### src/rtl/lnk_rx_pkg.sv
// Package: shared frame geometry for the codec link receive path.
// Assumes: one fixed frame layout; modules take these as parameter defaults.
package lnk_rx_pkg;
    localparam int TAG_W      = 16;  // slot 0 width
    localparam int SLOT_W     = 20;  // data slot width
    localparam int NUM_SLOTS  = 12;  // data slots per frame
    localparam int SMP_W      = 16;  // sample width taken from slot MSBs
    localparam int ADDR_W     = 7;   // echoed register address width
    localparam int NUM_REQ    = 10;  // request flags, slots 3..12
    localparam int RESV_FIRST = 7;
    localparam int RESV_LAST  = 11;
    localparam int NUM_DATA   = 6;   // captured 16-bit data slots
endpackage

### src/rtl/lnk_rx_timer.sv
// Module: lnk_rx_timer
// Detects the sync rising edge and tracks slot number and bit position
// for the bit being sampled this clock. Flags the last bit of every slot.
// Assumes: sync_i and the data are sampled on the same rising clk edge.
module lnk_rx_timer
    import lnk_rx_pkg::*;
#(
    parameter int TW = TAG_W,
    parameter int SW = SLOT_W,
    parameter int NS = NUM_SLOTS,
    localparam int POS_W = $clog2(SW),
    localparam int NUM_W = $clog2(NS + 1)
) (
    input  logic             clk,
    input  logic             rst_n,
    input  logic             sync_i,
    output logic             bit_vld_o,
    output logic             slot_end_o,
    output logic [NUM_W-1:0] slot_num_o
);
    localparam logic [POS_W-1:0] TAG_LAST  = POS_W'(TW - 1);
    localparam logic [POS_W-1:0] DAT_LAST  = POS_W'(SW - 1);
    localparam logic [NUM_W-1:0] LAST_SLOT = NUM_W'(NS);

    logic             sync_q, act_q, rise;
    logic [POS_W-1:0] pos_q, cur_pos, last_q, cur_last;
    logic [NUM_W-1:0] slot_q, cur_slot;
    logic             cur_act;

    // Next position for the bit sampled on this clock.
    always_comb begin
        rise     = sync_i & ~sync_q;
        last_q   = (slot_q == '0) ? TAG_LAST : DAT_LAST;
        cur_pos  = pos_q;
        cur_slot = slot_q;
        cur_act  = 1'b0;
        if (rise) begin
            cur_pos  = '0;
            cur_slot = '0;
            cur_act  = 1'b1;
        end else if (act_q && !(slot_q == LAST_SLOT && pos_q == DAT_LAST)) begin
            cur_act = 1'b1;
            if (pos_q == last_q) begin
                cur_pos  = '0;
                cur_slot = slot_q + 1'b1;
            end else begin
                cur_pos = pos_q + 1'b1;
            end
        end
        cur_last   = (cur_slot == '0) ? TAG_LAST : DAT_LAST;
        bit_vld_o  = cur_act;
        slot_end_o = cur_act && (cur_pos == cur_last);
        slot_num_o = cur_slot;
    end

    // Frame position state.
    always_ff @(posedge clk) begin
        if (!rst_n) begin
            sync_q <= 1'b0;
            act_q  <= 1'b0;
            pos_q  <= '0;
            slot_q <= '0;
        end else begin
            sync_q <= sync_i;
            act_q  <= cur_act;
            pos_q  <= cur_pos;
            slot_q <= cur_slot;
        end
    end

    // the position never leaves the frame geometry.
    p_pos_bound_r1: assert property (@(posedge clk) disable iff (!rst_n)
        act_q |-> (slot_q <= LAST_SLOT && pos_q <= last_q));
    // a sync rising edge always restarts at slot 0, bit 0.
    p_restart_r1: assert property (@(posedge clk) disable iff (!rst_n)
        (sync_i && !sync_q) |=> (act_q && slot_q == '0 && pos_q == '0));
endmodule

### src/rtl/lnk_rx_shift.sv
// Module: lnk_rx_shift
// Serial-to-parallel register; word_o includes the bit sampled this clock,
// so a complete slot is visible on the clock of its last bit.
// Assumes: bit_vld_i is high for every bit inside a frame.
module lnk_rx_shift #(
    parameter int W = lnk_rx_pkg::SLOT_W
) (
    input  logic         clk,
    input  logic         rst_n,
    input  logic         bit_vld_i,
    input  logic         sdata_i,
    output logic [W-1:0] word_o
);
    logic [W-1:0] sh_q;

    // Word formed with the incoming bit at the LSB.
    always_comb word_o = {sh_q[W-2:0], sdata_i};

    // Shift one bit per frame bit.
    always_ff @(posedge clk) begin
        if (!rst_n)         sh_q <= '0;
        else if (bit_vld_i) sh_q <= word_o;
    end

    // bits enter MSB first, so the newest bit sits at the LSB.
    p_msb_first_r1: assert property (@(posedge clk) disable iff (!rst_n)
        bit_vld_i |=> (sh_q[0] == $past(sdata_i)));
endmodule

### src/rtl/lnk_rx_capture.sv
// Module: lnk_rx_capture
// Latches the tag slot, slot 1 fields, the six 16-bit data slots and the
// reserved-slot check at the end of each slot. Strobes last one clock.
// Assumes: slot_end_i pulses once per slot, with slot_num_i valid.
module lnk_rx_capture
    import lnk_rx_pkg::*;
#(
    parameter int TW = TAG_W,
    parameter int SW = SLOT_W,
    parameter int NS = NUM_SLOTS,
    parameter int DW = SMP_W,
    parameter int AW = ADDR_W,
    parameter int NR = NUM_REQ,
    parameter int ND = NUM_DATA,
    localparam int NUM_W = $clog2(NS + 1)
) (
    input  logic                 clk,
    input  logic                 rst_n,
    input  logic                 slot_end_i,
    input  logic [NUM_W-1:0]     slot_num_i,
    input  logic [SW-1:0]        word_i,
    output logic                 ready_o,
    output logic [AW-1:0]        addr_o,
    output logic                 addr_stb_o,
    output logic [ND-1:0][DW-1:0] data_o,
    output logic [ND-1:0]        data_stb_o,
    output logic [NR-1:0]        req_o,
    output logic                 req_stb_o,
    output logic                 resv_err_o
);
    // Slot number of each captured data channel, in output order.
    localparam int DSLOT [ND] = '{2, 3, 4, 5, 6, 12};

    logic [TW-1:0]   tag_q;
    logic [NR-1:0]   raw_req, req_n;
    logic            end_tag, end_s1, in_resv;

    // Slot decode and request remapping with stereo merge.
    always_comb begin
        end_tag = slot_end_i && (slot_num_i == '0);
        end_s1  = slot_end_i && (slot_num_i == NUM_W'(1));
        in_resv = slot_end_i && (slot_num_i >= NUM_W'(RESV_FIRST))
                             && (slot_num_i <= NUM_W'(RESV_LAST));
        raw_req = word_i[SW-2-AW -: NR];
        for (int i = 0; i < NR; i++) req_n[i] = raw_req[NR-1-i];
        req_n[0] = raw_req[NR-1] | raw_req[NR-2];
        req_n[1] = req_n[0];
    end

    // Tag slot, slot 1 fields and reserved-slot check.
    always_ff @(posedge clk) begin
        if (!rst_n) begin
            tag_q      <= '0;
            ready_o    <= 1'b0;
            addr_o     <= '0;
            addr_stb_o <= 1'b0;
            req_o      <= '0;
            req_stb_o  <= 1'b0;
            resv_err_o <= 1'b0;
        end else begin
            addr_stb_o <= 1'b0;
            req_stb_o  <= 1'b0;
            resv_err_o <= in_resv && (word_i != '0);
            if (end_tag) begin
                tag_q   <= word_i[TW-1:0];
                ready_o <= word_i[TW-1];
            end
            if (end_s1) begin
                req_o     <= req_n;
                req_stb_o <= 1'b1;
                if (tag_q[TW-2]) begin
                    addr_o     <= word_i[SW-2 -: AW];
                    addr_stb_o <= 1'b1;
                end
            end
        end
    end

    for (genvar g = 0; g < ND; g++) begin : g_chan
        logic hit;
        // Channel hit: end of its slot with its tag set.
        always_comb hit = slot_end_i && (slot_num_i == NUM_W'(DSLOT[g]))
                          && tag_q[TW-1-DSLOT[g]];

        // Channel latch and strobe.
        always_ff @(posedge clk) begin
            if (!rst_n) begin
                data_o[g]     <= '0;
                data_stb_o[g] <= 1'b0;
            end else begin
                data_stb_o[g] <= hit;
                if (hit) data_o[g] <= word_i[SW-1 -: DW];
            end
        end

        // a strobe never lasts past one clock.
        p_stb_pulse_r7: assert property (@(posedge clk) disable iff (!rst_n)
            data_stb_o[g] |=> !data_stb_o[g]);
        // a held value only moves together with its strobe.
        p_hold_untagged_r7: assert property (@(posedge clk) disable iff (!rst_n)
            !$stable(data_o[g]) |-> data_stb_o[g]);
    end

    // requests are forwarded on every slot 1 end, tag or not.
    p_req_every_frame_r3: assert property (@(posedge clk) disable iff (!rst_n)
        end_s1 |=> req_stb_o);
    // address strobe only ever coincides with the request strobe.
    p_addr_with_req_r5: assert property (@(posedge clk) disable iff (!rst_n)
        addr_stb_o |-> req_stb_o);
    // different slots never strobe together.
    p_one_event_r7: assert property (@(posedge clk) disable iff (!rst_n)
        $onehot0({data_stb_o, req_stb_o, resv_err_o}));
    // the stereo pair is always forwarded as one request.
    p_stereo_pair_r4: assert property (@(posedge clk) disable iff (!rst_n)
        req_stb_o |-> (req_o[0] == req_o[1]));
endmodule

### src/rtl/lnk_rx_demux.sv
// Module: lnk_rx_demux (top)
// Receive-side frame splitter of a serial codec link: timing, shifting and
// slot capture, with each data channel brought out on its own ports.
// Assumes: one clock domain, the link bit clock.
module lnk_rx_demux
    import lnk_rx_pkg::*;
(
    input  logic                 clk,
    input  logic                 rst_n,
    input  logic                 sync_i,
    input  logic                 sdata_i,
    output logic                 codec_ready_o,
    output logic [ADDR_W-1:0]    stat_addr_o,
    output logic                 stat_addr_stb_o,
    output logic [SMP_W-1:0]     ctrl_data_o,
    output logic                 ctrl_stb_o,
    output logic [SMP_W-1:0]     rec_left_o,
    output logic                 rec_left_stb_o,
    output logic [SMP_W-1:0]     rec_right_o,
    output logic                 rec_right_stb_o,
    output logic [SMP_W-1:0]     modem_o,
    output logic                 modem_stb_o,
    output logic [SMP_W-1:0]     mic_o,
    output logic                 mic_stb_o,
    output logic [SMP_W-1:0]     gpi_o,
    output logic                 gpi_stb_o,
    output logic [NUM_REQ-1:0]   out_req_o,
    output logic                 out_req_stb_o,
    output logic                 resv_err_o
);
    localparam int NUM_W = $clog2(NUM_SLOTS + 1);

    logic                          bit_vld, slot_end;
    logic [NUM_W-1:0]              slot_num;
    logic [SLOT_W-1:0]             word;
    logic [NUM_DATA-1:0][SMP_W-1:0] data;
    logic [NUM_DATA-1:0]           data_stb;

    lnk_rx_timer u_timer (
        .clk        (clk),
        .rst_n      (rst_n),
        .sync_i     (sync_i),
        .bit_vld_o  (bit_vld),
        .slot_end_o (slot_end),
        .slot_num_o (slot_num)
    );

    lnk_rx_shift u_shift (
        .clk       (clk),
        .rst_n     (rst_n),
        .bit_vld_i (bit_vld),
        .sdata_i   (sdata_i),
        .word_o    (word)
    );

    lnk_rx_capture u_cap (
        .clk        (clk),
        .rst_n      (rst_n),
        .slot_end_i (slot_end),
        .slot_num_i (slot_num),
        .word_i     (word),
        .ready_o    (codec_ready_o),
        .addr_o     (stat_addr_o),
        .addr_stb_o (stat_addr_stb_o),
        .data_o     (data),
        .data_stb_o (data_stb),
        .req_o      (out_req_o),
        .req_stb_o  (out_req_stb_o),
        .resv_err_o (resv_err_o)
    );

    // Fan the channel array out to named ports.
    always_comb begin
        ctrl_data_o     = data[0];  ctrl_stb_o      = data_stb[0];
        rec_left_o      = data[1];  rec_left_stb_o  = data_stb[1];
        rec_right_o     = data[2];  rec_right_stb_o = data_stb[2];
        modem_o         = data[3];  modem_stb_o     = data_stb[3];
        mic_o           = data[4];  mic_stb_o       = data_stb[4];
        gpi_o           = data[5];  gpi_stb_o       = data_stb[5];
    end
endmodule

### config.mk
export PLATFORM = sky130hd
export DESIGN_NAME = lnk_rx_demux
export DESIGN_NICKNAME = d
export VERILOG_FILES = /design/src/rtl/lnk_rx_pkg.sv /design/src/rtl/lnk_rx_timer.sv /design/src/rtl/lnk_rx_shift.sv /design/src/rtl/lnk_rx_capture.sv /design/src/rtl/lnk_rx_demux.sv
export SDC_FILE = /design/constraint.sdc
export NUM_CORES = 1
export LEC_CHECK = 0
export BUFFER_PORTS_ARGS = -buffer_cell sky130_fd_sc_hd__buf_2
export CAP_MARGIN = 20
export CORE_AREA = 3 3 111 113
export DETAILED_ROUTE_END_ITERATION = 8
export DIE_AREA = 0 0 114 116
export PLACE_DENSITY = 0.78
export SETUP_SLACK_MARGIN = 0.05
export SLEW_MARGIN = 25
export SYNTH_ARGS = -nofsm -noshare
export SYNTH_HDL_FRONTEND = slang
export SYNTH_SLANG_ARGS = --single-unit
### constraint.sdc
create_clock -name clk -period 3.9 [get_ports clk]
set_input_delay 0.78 -clock clk [delete_from_list [all_inputs] [get_ports clk]]
set_output_delay 0.78 -clock clk [all_outputs]
set_load 0.01 [all_outputs]
==> impl_metrics.xml, run 1 <==
<?xml version="1.0" encoding="UTF-8"?>
<metrics>
  <group name="clocking">
    <metric name="clock_tree.buffer_depth" unit="">2</metric>
    <metric name="cts_root_buffer" unit="">clkbuf_16</metric>
    <metric name="post-cts-setup-buffer-count" unit="">0</metric>
    <metric name="cts-htree-levels" unit="">4</metric>
    <metric name="cts.sink_count" unit="">159</metric>
    <metric name="cts_made_buffers" unit="">17</metric>
    <metric name="worst_setup_hold_path_clk_slew" unit="ps">60</metric>
    <metric name="cts-resized-gates" unit="">0</metric>
    <metric name="cts_hold_buffers" unit="">0</metric>
    <metric name="clock_insertion_delay_worst_skew" unit="ps">420</metric>
    <metric name="tritoncts" unit="">built</metric>
  </group>
  <group name="placed_design">
    <metric name="place.detailed.hpwl" unit="mm">10.9</metric>
    <metric name="number_of_i_o_port_buffers" unit="">126</metric>
    <metric name="detailed_place.area" unit="sq mm">0.00677</metric>
    <metric name="place.gp.congestion" unit="">0.880</metric>
  </group>
  <group name="synthesis">
    <metric name="ys_warn_count" unit="">0</metric>
    <metric name="synth_fp_nets" unit="">672</metric>
    <metric name="synth_compound_area_share" unit="%">7.95</metric>
    <metric name="ys_seq_elements" unit="">159</metric>
    <metric name="synth_fa_ha_area_share" unit="%">0.613</metric>
    <metric name="synth.most_common_cell" unit="">dfxtp_1</metric>
    <metric name="synthDominantCellAreaShare" unit="%">52.0</metric>
    <metric name="synth.cells.most_frequent" unit="">159 x dfxtp_1, 150 x nand2_1, 86 x mux2i_1</metric>
    <metric name="synth_top_family_by_area" unit="">simple AND/OR/NAND/NOR gates</metric>
    <metric name="synth.lib_cells_used.distinct" unit="">48</metric>
    <metric name="synth_ff_type" unit="">dfxtp_1</metric>
    <metric name="netlist_top_cells_area" unit="">dfxtp_1 52%, mux2i_1 14%, nand2_1 9.2%</metric>
    <metric name="synth.largest_area_cell" unit="">dfxtp_1</metric>
    <metric name="sequential_fraction_of_the_synthesis_area" unit="%">52.0</metric>
    <metric name="synth_area" unit="sq mm">0.00612</metric>
    <metric name="post_synth_xor_area_fraction" unit="%">1.14</metric>
    <metric name="post_synth_inst_count" unit="">665</metric>
    <metric name="synth_mux_area_share" unit="%">14.2</metric>
    <metric name="synth-edff-count" unit="">0</metric>
    <metric name="synthSimpleGateAreaFrac" unit="%">19.9</metric>
    <metric name="synthArstFlopShare" unit="%">0</metric>
    <metric name="postSynthAreaPerCell" unit="sq um">9.20</metric>
  </group>
  <group name="worst_setup_path">
    <metric name="path_max_fanout" unit="">16</metric>
    <metric name="crit_slowest_cell" unit="">or4b_4</metric>
    <metric name="timing.critical_path.arrival" unit="ps">3710</metric>
    <metric name="critical_path.max_stage_delay" unit="ps">630</metric>
    <metric name="critical_path.top_delay_family" unit="">simple AND/OR/NAND/NOR gates</metric>
    <metric name="crit_path_start_kind" unit="">flip-flop</metric>
    <metric name="crit_type" unit="">reg2reg</metric>
    <metric name="critPathRequiredTime" unit="ps">4160</metric>
    <metric name="r2r_setup_slack" unit="ps">450</metric>
    <metric name="crit_buf_inv" unit="">2</metric>
    <metric name="worst_path_most_repeated_cell" unit="">inv_1</metric>
    <metric name="worstPathCellList" unit="">inv_1 &gt; ha_1 &gt; inv_1 &gt; o2111a_1 &gt; or4b_4 &gt; a311oi_4 &gt; a21oi_2 &gt; or2_1 &gt; mux2i_1</metric>
    <metric name="worst_setup_path_end_kind" unit="">flip-flop</metric>
  </group>
  <group name="die">
    <metric name="num_rows" unit="">39</metric>
    <metric name="initial_core_util" unit="%">53.6</metric>
    <metric name="ioPinCount" unit="">127</metric>
    <metric name="coreArea" unit="sq mm">0.0114</metric>
    <metric name="chipWidth" unit="microns">114</metric>
    <metric name="dieHeight" unit="microns">116</metric>
    <metric name="dieArea" unit="sq mm">0.0132</metric>
  </group>
  <group name="sta">
    <metric name="timing.slew.headroom" unit="%">41.0</metric>
    <metric name="hold_violations" unit="">0</metric>
    <metric name="max_freq" unit="MHz">290</metric>
    <metric name="min_period" unit="ps">3450</metric>
    <metric name="setup_tns" unit="ps">0</metric>
    <metric name="clock_skew" unit="ps">10.2</metric>
    <metric name="min_period_over_period" unit="%">88.5</metric>
    <metric name="grt_setup_unrepaired" unit="">false</metric>
    <metric name="worst-slew-pin-transition" unit="ps">885</metric>
    <metric name="setup_violations" unit="">0</metric>
    <metric name="timing.final.max_slew_violations" unit="">0</metric>
  </group>
  <group name="finish">
    <metric name="diodes" unit="">0</metric>
    <metric name="final_nets" unit="">778</metric>
    <metric name="final_layout_size_suffix_gt1_share" unit="%">22.2</metric>
    <metric name="area_delta_synth_final" unit="%">20.7</metric>
    <metric name="design_area" unit="sq mm">0.00739</metric>
  </group>
  <group name="global_routing">
    <metric name="grt_pass1_vias" unit="">4941</metric>
    <metric name="grt_max_degree" unit="">71</metric>
    <metric name="globalRoute.totalOverflow" unit="">0</metric>
    <metric name="grt_antenna_before_repair" unit="">0</metric>
    <metric name="grt_first_pass_wirelength" unit="mm">24.9</metric>
    <metric name="global_route.usage.total" unit="%">23.8</metric>
  </group>
  <group name="power">
    <metric name="p_per_area" unit="mW/mm^2">461</metric>
    <metric name="ir_worst_vdd" unit="V">0.000264</metric>
    <metric name="total_leakage_power" unit="uW">0.00338</metric>
  </group>
  <group name="drt">
    <metric name="ant_nets" unit="">0</metric>
    <metric name="vias" unit="">5207</metric>
    <metric name="detail_route.iter0.violations" unit="">641</metric>
    <metric name="wl_per_cell" unit="microns">17.0</metric>
    <metric name="finalWirelength" unit="mm">15.8</metric>
    <metric name="drc_errors_left" unit="">0</metric>
    <metric name="route.detailed.vias_per_inst" unit="">5.62</metric>
    <metric name="firstDrtPassIters" unit="">6</metric>
  </group>
  <group name="outcome">
    <metric name="result_of_the_run" unit="">finished clean</metric>
  </group>
  <group name="min_path">
    <metric name="hold_class" unit="">reg2reg</metric>
  </group>
  <group name="flow_run">
    <metric name="drv_cap" unit="">0</metric>
  </group>
</metrics>
[worst paths after layout]
kind                startpoint          endpoint  depth (start not counted)
max          u_timer.slot_q[0]   u_cap.data_o[5]                          9
max reg2reg  u_timer.slot_q[0]   u_cap.data_o[5]                          9
min reg2reg   u_cap.data_o[73]  u_cap.data_o[73]                          2
min           u_cap.data_o[73]  u_cap.data_o[73]                          2
[metrics by stage]
step / instances / setup slack, ps / total power [uW] / utilization, % / hold WS (ps)
6_report: 927 / 450 / 3400 / 64.7 / 456
2_1_floorplan: 665 / 1080 / 1710 / - / 432
3_3_place_gp: 895 / 680 / 1730 / 59.3 / 439
4_1_cts: 927 / 464 / 3420 / 64.7 / 459
5_1_grt: 927 / 240 / 3500 / 64.7 / 470
3_5_place_dp: 895 / 480 / 1730 / 59.3 / 446
[registers in the layout (all words and copies together), names as in the netlist, 4 cells and up]
signal and flops:
u_cap.addr_o 7, u_cap.data_o 96, u_cap.data_stb_o 6, u_cap.req_o 9
u_cap.tag_q 7, u_shift.sh_q 19, u_timer.pos_q 5, u_timer.slot_q 4
[final cells by class]
class | count | area [sq um]
fillers | 912 | 4030
flip-flops and latches | 159 | 3180
multi-input cells | 453 | 2690
repair buffers | 135 | 701
clock buffers | 21 | 460
well taps | 143 | 179
clock inverters | 11 | 155
inverters | 5 | 18.8
[worst reg2reg max path, delay by kind of cell (launching register included)]
family	cells	cell delay, ps
AND/OR/NAND/NOR	2	1220
AO/OA/AOI/OAI	3	980
flip-flops	1	370
buffers and inverters	2	250
adder cells (fa/ha/maj)	1	250
multiplexers	1	240
[layout by cell type, fill, tap and decap left out, types with 2 or more instances in the layout]
master and n:
or2_2 2, ha_1 3, nor4b_1 3, dfxtp_1 159, nor3b_1 2, a21oi_1 30, nand4_1 3, buf_2 125
and4_1 4, mux2i_1 86, clkbuf_16 17, o21ai_0 38, clkbuf_8 2, clkinvlp_4 3, xor2_1 4, nand3b_1 3
nor4_1 8, clkbuf_1 2, nor3_1 6, and3_1 2, o41ai_1 2, inv_1 5, o21a_1 2, nand2_1 150
and2_1 2, clkinv_4 2, or2_1 3, bufinv_16 3, nand3_1 38, or3_1 3, buf_4 10, nand4b_1 2
xnor2_1 4, nor2_1 36
[power by group]
group	internal [uW]	switching (uW)
combinational	12.7	51.0
sequential	1630	4.93
clock	1050	659
[cells by family after synthesis]
kind of cell               count (synthesis)
and+or+nand+nor                          272
DFF                                      159
muxes                                     87
AOI/OAI and AO/OA                         83
buffers and inverters                     53
xor gates and xnor gates                   8
adders and majority gates                  3
[per-layer routing]
layer | track usage (%) | share of wire (%) | vias up
met4 | 10.5 | 2.5 | 0
li1 | - | - | 2477
met1 | 30.4 | 44 | 2460
met5 | 0 | 0 | -
met3 | 6.37 | 8.0 | 43
met2 | 38.0 | 46 | 227
(Power assumes the default switching activity.)
==> inputs of run 2 (changes only) <==
CORE_AREA = 3 3 115 117   (was 3 3 111 113)
DIE_AREA = 0 0 118 120   (was 0 0 114 116)
PLACE_DENSITY = 0.73   (was 0.78)
clock period = 3.8 ns   (was 3.9 ns; I/O delays follow)
==> impl_metrics.xml, run 2 (synthesized netlist as in run 1, its figures left out) <==
<?xml version="1.0" encoding="UTF-8"?>
<metrics>
  <group name="finish">
    <metric name="leading_cell_type_in_the_layout_fill_and_taps_excluded" unit="">dfxtp_1</metric>
    <metric name="final_nets" unit="">779</metric>
    <metric name="max_flop_register" unit="">u_cap.data_o</metric>
    <metric name="area_delta_synth_final" unit="%">21.6</metric>
    <metric name="layout_common_cells" unit="">159 x dfxtp_1, 150 x nand2_1, 125 x buf_2</metric>
    <metric name="flip_flop_count_of_the_largest_register_all_copies_and_words_added" unit="">96</metric>
    <metric name="design_area" unit="sq mm">0.00744</metric>
    <metric name="diodes" unit="">0</metric>
    <metric name="largest_registers_in_the_final_layout" unit="">u_cap.data_o x96, u_shift.sh_q x19, u_cap.req_o x9</metric>
    <metric name="layoutNonFillerInstCount" unit="">957</metric>
    <metric name="final_layout_size_suffix_gt1_share" unit="%">22.4</metric>
    <metric name="filler_cell_count" unit="">1096</metric>
  </group>
  <group name="sta">
    <metric name="final.hold.worst_slack" unit="ps">454</metric>
    <metric name="setup_tns" unit="ps">0</metric>
    <metric name="grt_setup_unrepaired" unit="">false</metric>
    <metric name="timing.final.max_slew_violations" unit="">0</metric>
    <metric name="clock_skew" unit="ps">4.99</metric>
    <metric name="max_freq" unit="MHz">304</metric>
    <metric name="min_period_over_period" unit="%">86.6</metric>
    <metric name="timing.slew.headroom" unit="%">38.6</metric>
    <metric name="min_period" unit="ps">3290</metric>
    <metric name="worst-slew-pin-transition" unit="ps">921</metric>
    <metric name="hold_violations" unit="">0</metric>
    <metric name="setup_violations" unit="">0</metric>
  </group>
  <group name="die">
    <metric name="initial_core_util" unit="%">49.1</metric>
    <metric name="ioPinCount" unit="">127</metric>
    <metric name="num_rows" unit="">41</metric>
    <metric name="dieHeight" unit="microns">120</metric>
    <metric name="dieArea" unit="sq mm">0.0142</metric>
    <metric name="coreArea" unit="sq mm">0.0125</metric>
    <metric name="chipWidth" unit="microns">118</metric>
  </group>
  <group name="worst_setup_path">
    <metric name="crit_type" unit="">reg2reg</metric>
    <metric name="critPathRequiredTime" unit="ps">4140</metric>
    <metric name="reg2reg_from" unit="">u_timer.slot_q[0]</metric>
    <metric name="worst_setup_path_end_kind" unit="">flip-flop</metric>
    <metric name="path_max_fanout" unit="">16</metric>
    <metric name="timing.critical_path.arrival" unit="ps">3630</metric>
    <metric name="worst_setup_path_startpoint" unit="">u_timer.slot_q[0]</metric>
    <metric name="crit_path_start_kind" unit="">flip-flop</metric>
    <metric name="r2r_setup_slack" unit="ps">510</metric>
  </group>
  <group name="clocking">
    <metric name="cts_root_buffer" unit="">clkbuf_16</metric>
    <metric name="cts-htree-levels" unit="">4</metric>
    <metric name="cts_made_buffers" unit="">17</metric>
    <metric name="post-cts-setup-buffer-count" unit="">0</metric>
    <metric name="clock_tree.buffer_depth" unit="">2</metric>
    <metric name="cts.sink_count" unit="">159</metric>
    <metric name="clock_insertion_delay_worst_skew" unit="ps">420</metric>
    <metric name="cts_hold_buffers" unit="">0</metric>
    <metric name="worst_setup_hold_path_clk_slew" unit="ps">60</metric>
    <metric name="cts-resized-gates" unit="">0</metric>
    <metric name="tritoncts" unit="">built</metric>
  </group>
  <group name="global_routing">
    <metric name="grt_antenna_before_repair" unit="">0</metric>
    <metric name="globalRoute.totalOverflow" unit="">0</metric>
    <metric name="grt_first_pass_wirelength" unit="mm">25.3</metric>
    <metric name="grt_pass1_vias" unit="">4820</metric>
    <metric name="grt_max_degree" unit="">92</metric>
    <metric name="global_route.usage.total" unit="%">22.4</metric>
  </group>
  <group name="power">
    <metric name="pwr-share-comb" unit="%">1.8</metric>
    <metric name="total_leakage_power" unit="uW">0.00340</metric>
    <metric name="power.share.clock" unit="%">50.7</metric>
    <metric name="ir_worst_vdd" unit="V">0.000232</metric>
    <metric name="swShare" unit="%">20.5</metric>
    <metric name="p_per_area" unit="mW/mm^2">474</metric>
    <metric name="power_frac_seq" unit="%">47.5</metric>
    <metric name="p_switching" unit="uW">725</metric>
    <metric name="p_int" unit="uW">2800</metric>
    <metric name="post-layout-total-power" unit="uW">3530</metric>
  </group>
  <group name="placed_design">
    <metric name="detailed_place.area" unit="sq mm">0.00681</metric>
    <metric name="number_of_i_o_port_buffers" unit="">126</metric>
    <metric name="place.gp.congestion" unit="">0.891</metric>
    <metric name="dp_cells" unit="">925</metric>
    <metric name="place.detailed.hpwl" unit="mm">11.0</metric>
  </group>
  <group name="drt">
    <metric name="firstDrtPassIters" unit="">6</metric>
    <metric name="ant_nets" unit="">0</metric>
    <metric name="detail_route.iter0.violations" unit="">527</metric>
    <metric name="finalWirelength" unit="mm">15.7</metric>
    <metric name="drc_errors_left" unit="">0</metric>
    <metric name="wl_per_cell" unit="microns">16.4</metric>
    <metric name="vias" unit="">5140</metric>
    <metric name="route.detailed.vias_per_inst" unit="">5.37</metric>
  </group>
  <group name="flow_run">
    <metric name="drv_cap" unit="">0</metric>
  </group>
  <group name="min_path">
    <metric name="hold_path.startpoint" unit="">u_cap.addr_o[4]</metric>
    <metric name="hold_class" unit="">reg2reg</metric>
  </group>
  <group name="outcome">
    <metric name="result_of_the_run" unit="">finished clean</metric>
  </group>
</metrics>
## run 2: path summary, 6_finish.rpt
check	end	cells past startpoint
max	u_cap.data_o[26]	9
min	u_cap.addr_o[4]	2
max reg2reg	u_cap.data_o[26]	9
min reg2reg	u_cap.addr_o[4]	2
## run 2: power by group through the flow
stage               Clock [uW]  Combinational [uW]  Sequential (uW)
floorplan                    0                48.3             1710
global placement             0                62.8             1710
detailed placement           0                63.4             1710
CTS                       1820                63.9             1680
global route              1890                71.7             1680
finish                    1790                64.7             1680
## run 2: worst max-delay path, cell delays in order (launching register included)
cell and delay, ps:
dfxtp_1 440, inv_1 160, ha_1 280, nor4b_1 170
and2_1 290, o21ai_0 460, a311oi_4 160, a21oi_2 210
or2_1 750, mux2i_1 290
## run 2: layout make-up
type | instances | area [sq um] | area share [%]
Clock buffer | 19 | 443 | 5.95
Clock inverter | 13 | 185 | 2.49
Inverter | 5 | 18.8 | 0.252
Multi-Input combinational cell | 453 | 2690 | 36.1
Sequential cell | 159 | 3180 | 42.8
Tap cell | 172 | 215 | 2.89
Timing Repair Buffer | 136 | 708 | 9.52
## run 2: per-stage QoR
stage	util, %	setup slack [ps]
detailed placement	54.7	567
global route	59.7	309
global placement	54.7	710
floorplan	-	994
finish	59.7	510
CTS	59.7	547
## run 2: metal layers
metal | part of all wire, % | wire [microns] | track usage (%)
met1 | 44 | 6850 | 29.1
met2 | 47 | 7330 | 35.4
met3 | 7.6 | 1190 | 6.31
met4 | 2.0 | 315 | 9.08
met5 | 0 | 0 | 0
==> inputs of run 3 (changes only) <==
BUFFER_PORTS_ARGS = -buffer_cell sky130_fd_sc_hd__clkbuf_2   (was -buffer_cell sky130_fd_sc_hd__buf_2)
==> impl_metrics.xml, run 3 (synthesized netlist as in run 1, its figures left out) <==
<?xml version="1.0" encoding="UTF-8"?>
<metrics>
  <group name="outcome">
    <metric name="result_of_the_run" unit="">finished clean</metric>
  </group>
  <group name="drt">
    <metric name="wl_per_cell" unit="microns">16.2</metric>
    <metric name="drc_errors_left" unit="">0</metric>
    <metric name="firstDrtPassIters" unit="">5</metric>
    <metric name="ant_nets" unit="">0</metric>
    <metric name="finalWirelength" unit="mm">15.5</metric>
    <metric name="route.detailed.vias_per_inst" unit="">5.28</metric>
    <metric name="vias" unit="">5050</metric>
    <metric name="detail_route.iter0.violations" unit="">506</metric>
  </group>
  <group name="finish">
    <metric name="diodes" unit="">0</metric>
    <metric name="layout_common_cells" unit="">159 x dfxtp_1, 150 x nand2_1, 125 x clkbuf_2</metric>
    <metric name="final_layout_size_suffix_gt1_share" unit="%">22.5</metric>
    <metric name="max_flop_register" unit="">u_cap.data_o</metric>
    <metric name="leading_cell_type_in_the_layout_fill_and_taps_excluded" unit="">dfxtp_1</metric>
    <metric name="largest_registers_in_the_final_layout" unit="">u_cap.data_o x96, u_shift.sh_q x19, u_cap.req_o x9</metric>
    <metric name="flip_flop_count_of_the_largest_register_all_copies_and_words_added" unit="">96</metric>
    <metric name="final_core_util" unit="%">59.3</metric>
    <metric name="final_nets" unit="">779</metric>
    <metric name="area_delta_synth_final" unit="%">20.8</metric>
  </group>
  <group name="clocking">
    <metric name="worst_setup_hold_path_clk_slew" unit="ps">60</metric>
    <metric name="clock_insertion_delay_worst_skew" unit="ps">420</metric>
    <metric name="cts-resized-gates" unit="">0</metric>
    <metric name="cts-htree-levels" unit="">4</metric>
    <metric name="clock_tree.buffer_depth" unit="">2</metric>
    <metric name="cts_hold_buffers" unit="">0</metric>
    <metric name="tritoncts" unit="">built</metric>
    <metric name="cts_root_buffer" unit="">clkbuf_16</metric>
    <metric name="cts_made_buffers" unit="">17</metric>
    <metric name="post-cts-setup-buffer-count" unit="">0</metric>
    <metric name="cts.sink_count" unit="">159</metric>
  </group>
  <group name="placed_design">
    <metric name="place.detailed.hpwl" unit="mm">11.0</metric>
    <metric name="place.gp.congestion" unit="">0.882</metric>
    <metric name="number_of_i_o_port_buffers" unit="">126</metric>
  </group>
  <group name="power">
    <metric name="p_int" unit="uW">2630</metric>
    <metric name="power.share.clock" unit="%">48.5</metric>
    <metric name="pwr-share-comb" unit="%">1.9</metric>
    <metric name="swShare" unit="%">22.1</metric>
    <metric name="p_per_area" unit="mW/mm^2">457</metric>
    <metric name="p_switching" unit="uW">747</metric>
    <metric name="ir_worst_vdd" unit="V">0.000218</metric>
    <metric name="post-layout-total-power" unit="uW">3380</metric>
    <metric name="power_frac_seq" unit="%">49.5</metric>
    <metric name="total_leakage_power" unit="uW">0.00326</metric>
  </group>
  <group name="sta">
    <metric name="min_period_over_period" unit="%">86.4</metric>
    <metric name="max_freq" unit="MHz">304</metric>
    <metric name="timing.slew.headroom" unit="%">38.5</metric>
    <metric name="setup_violations" unit="">0</metric>
    <metric name="hold_violations" unit="">0</metric>
    <metric name="clock_skew" unit="ps">6.45</metric>
    <metric name="grt_setup_unrepaired" unit="">false</metric>
    <metric name="setup_tns" unit="ps">0</metric>
    <metric name="min_period" unit="ps">3280</metric>
    <metric name="worst-slew-pin-transition" unit="ps">923</metric>
    <metric name="timing.final.max_slew_violations" unit="">0</metric>
  </group>
  <group name="global_routing">
    <metric name="grt_max_degree" unit="">88</metric>
    <metric name="grt_first_pass_wirelength" unit="mm">24.7</metric>
    <metric name="grt_antenna_before_repair" unit="">0</metric>
    <metric name="grt_pass1_vias" unit="">4731</metric>
    <metric name="globalRoute.totalOverflow" unit="">0</metric>
    <metric name="global_route.usage.total" unit="%">21.8</metric>
  </group>
  <group name="die">
    <metric name="dieArea" unit="sq mm">0.0142</metric>
    <metric name="initial_core_util" unit="%">49.1</metric>
    <metric name="num_rows" unit="">41</metric>
    <metric name="dieHeight" unit="microns">120</metric>
    <metric name="chipWidth" unit="microns">118</metric>
    <metric name="coreArea" unit="sq mm">0.0125</metric>
    <metric name="ioPinCount" unit="">127</metric>
  </group>
  <group name="worst_setup_path">
    <metric name="crit_path_start_kind" unit="">flip-flop</metric>
    <metric name="worstPathCellList" unit="">inv_1 &gt; ha_1 &gt; inv_1 &gt; o2111a_1 &gt; or4b_4 &gt; a311oi_4 &gt; a21oi_2 &gt; or2_1 &gt; mux2i_1</metric>
    <metric name="path_max_fanout" unit="">16</metric>
    <metric name="critPathRequiredTime" unit="ps">4060</metric>
    <metric name="critical_path.max_stage_delay" unit="ps">630</metric>
    <metric name="crit_slowest_cell" unit="">or4b_4</metric>
    <metric name="worst_setup_path_end_kind" unit="">flip-flop</metric>
    <metric name="crit_type" unit="">reg2reg</metric>
    <metric name="timing.critical_path.arrival" unit="ps">3540</metric>
    <metric name="worst_path_most_repeated_cell" unit="">inv_1</metric>
  </group>
  <group name="flow_run">
    <metric name="drv_cap" unit="">0</metric>
  </group>
  <group name="min_path">
    <metric name="hold_class" unit="">reg2reg</metric>
  </group>
</metrics>
-- run 3: cell count changes in the layout (fill, tap and decap cells not counted), sizes merged --
cell and change:
buf -125, clkbuf +125, bufinv -3, inv +3
clkinv +1, clkinvlp -1
-- run 3: cell type report --
| class | count | area, sq um |
|---|---|---|
| clock inverters | 13 | 129 |
| clock buffers | 19 | 453 |
| flip-flops and latches | 159 | 3180 |
| multi-input cells | 453 | 2690 |
| repair buffers | 136 | 708 |
| inverters | 5 | 18.8 |
| fillers | 1120 | 5070 |
| well taps | 172 | 215 |
-- run 3: metrics by stage --
stage / cells / hold WS [ps] / area [sq um] / setup slack (ps)
after floorplan: 665 / 432 / 6120 / 994
after global placement: 925 / 440 / 6810 / 707
after detailed placement: 925 / 447 / 6810 / 541
after CTS: 957 / 457 / 7400 / 529
after global routing: 957 / 483 / 7400 / 267
final: 957 / 457 / 7400 / 515
-- run 3: critical path, delay by kind of cell, from the launching register on --
kind,cells,cell delay (ps)
compound gates,3,800
fa+ha+maj,1,250
buf+inv,2,250
flops,1,380
mux,1,240
simple gates,2,1210
-- run 3: path summary, 6_finish.rpt --
| check | startpoint | end | slack, ps | cells past startpoint |
|---|---|---|---|---|
| hold / removal | u_cap.data_o[67] | u_cap.data_o[67] | 460 | 2 |
| setup reg to reg | u_timer.slot_q[0] | u_cap.data_o[3] | 520 | 9 |
| hold reg to reg | u_cap.data_o[67] | u_cap.data_o[67] | 460 | 2 |
| setup / recovery | u_timer.slot_q[0] | u_cap.data_o[3] | 520 | 9 |
-- run 3: power groups by stage --
stage               sequential [uW]  combinational [uW]  clock [uW]
detailed placement             1710                63.7           0
finish                         1680                64.5        1640
global route                   1670                70.7        1750
floorplan                      1710                48.3           0
CTS                            1670                63.9        1670
global placement               1710                62.9           0
-- run 3: routing by layer --
layer  vias up  global-route usage, %  share of wire (%)
met5         -                      0                  0
met4         0                   7.91                2.1
met3        28                   5.94                6.2
met2       185                   33.7                 46
met1      2361                   29.3                 46
li1       2476                      -                  -
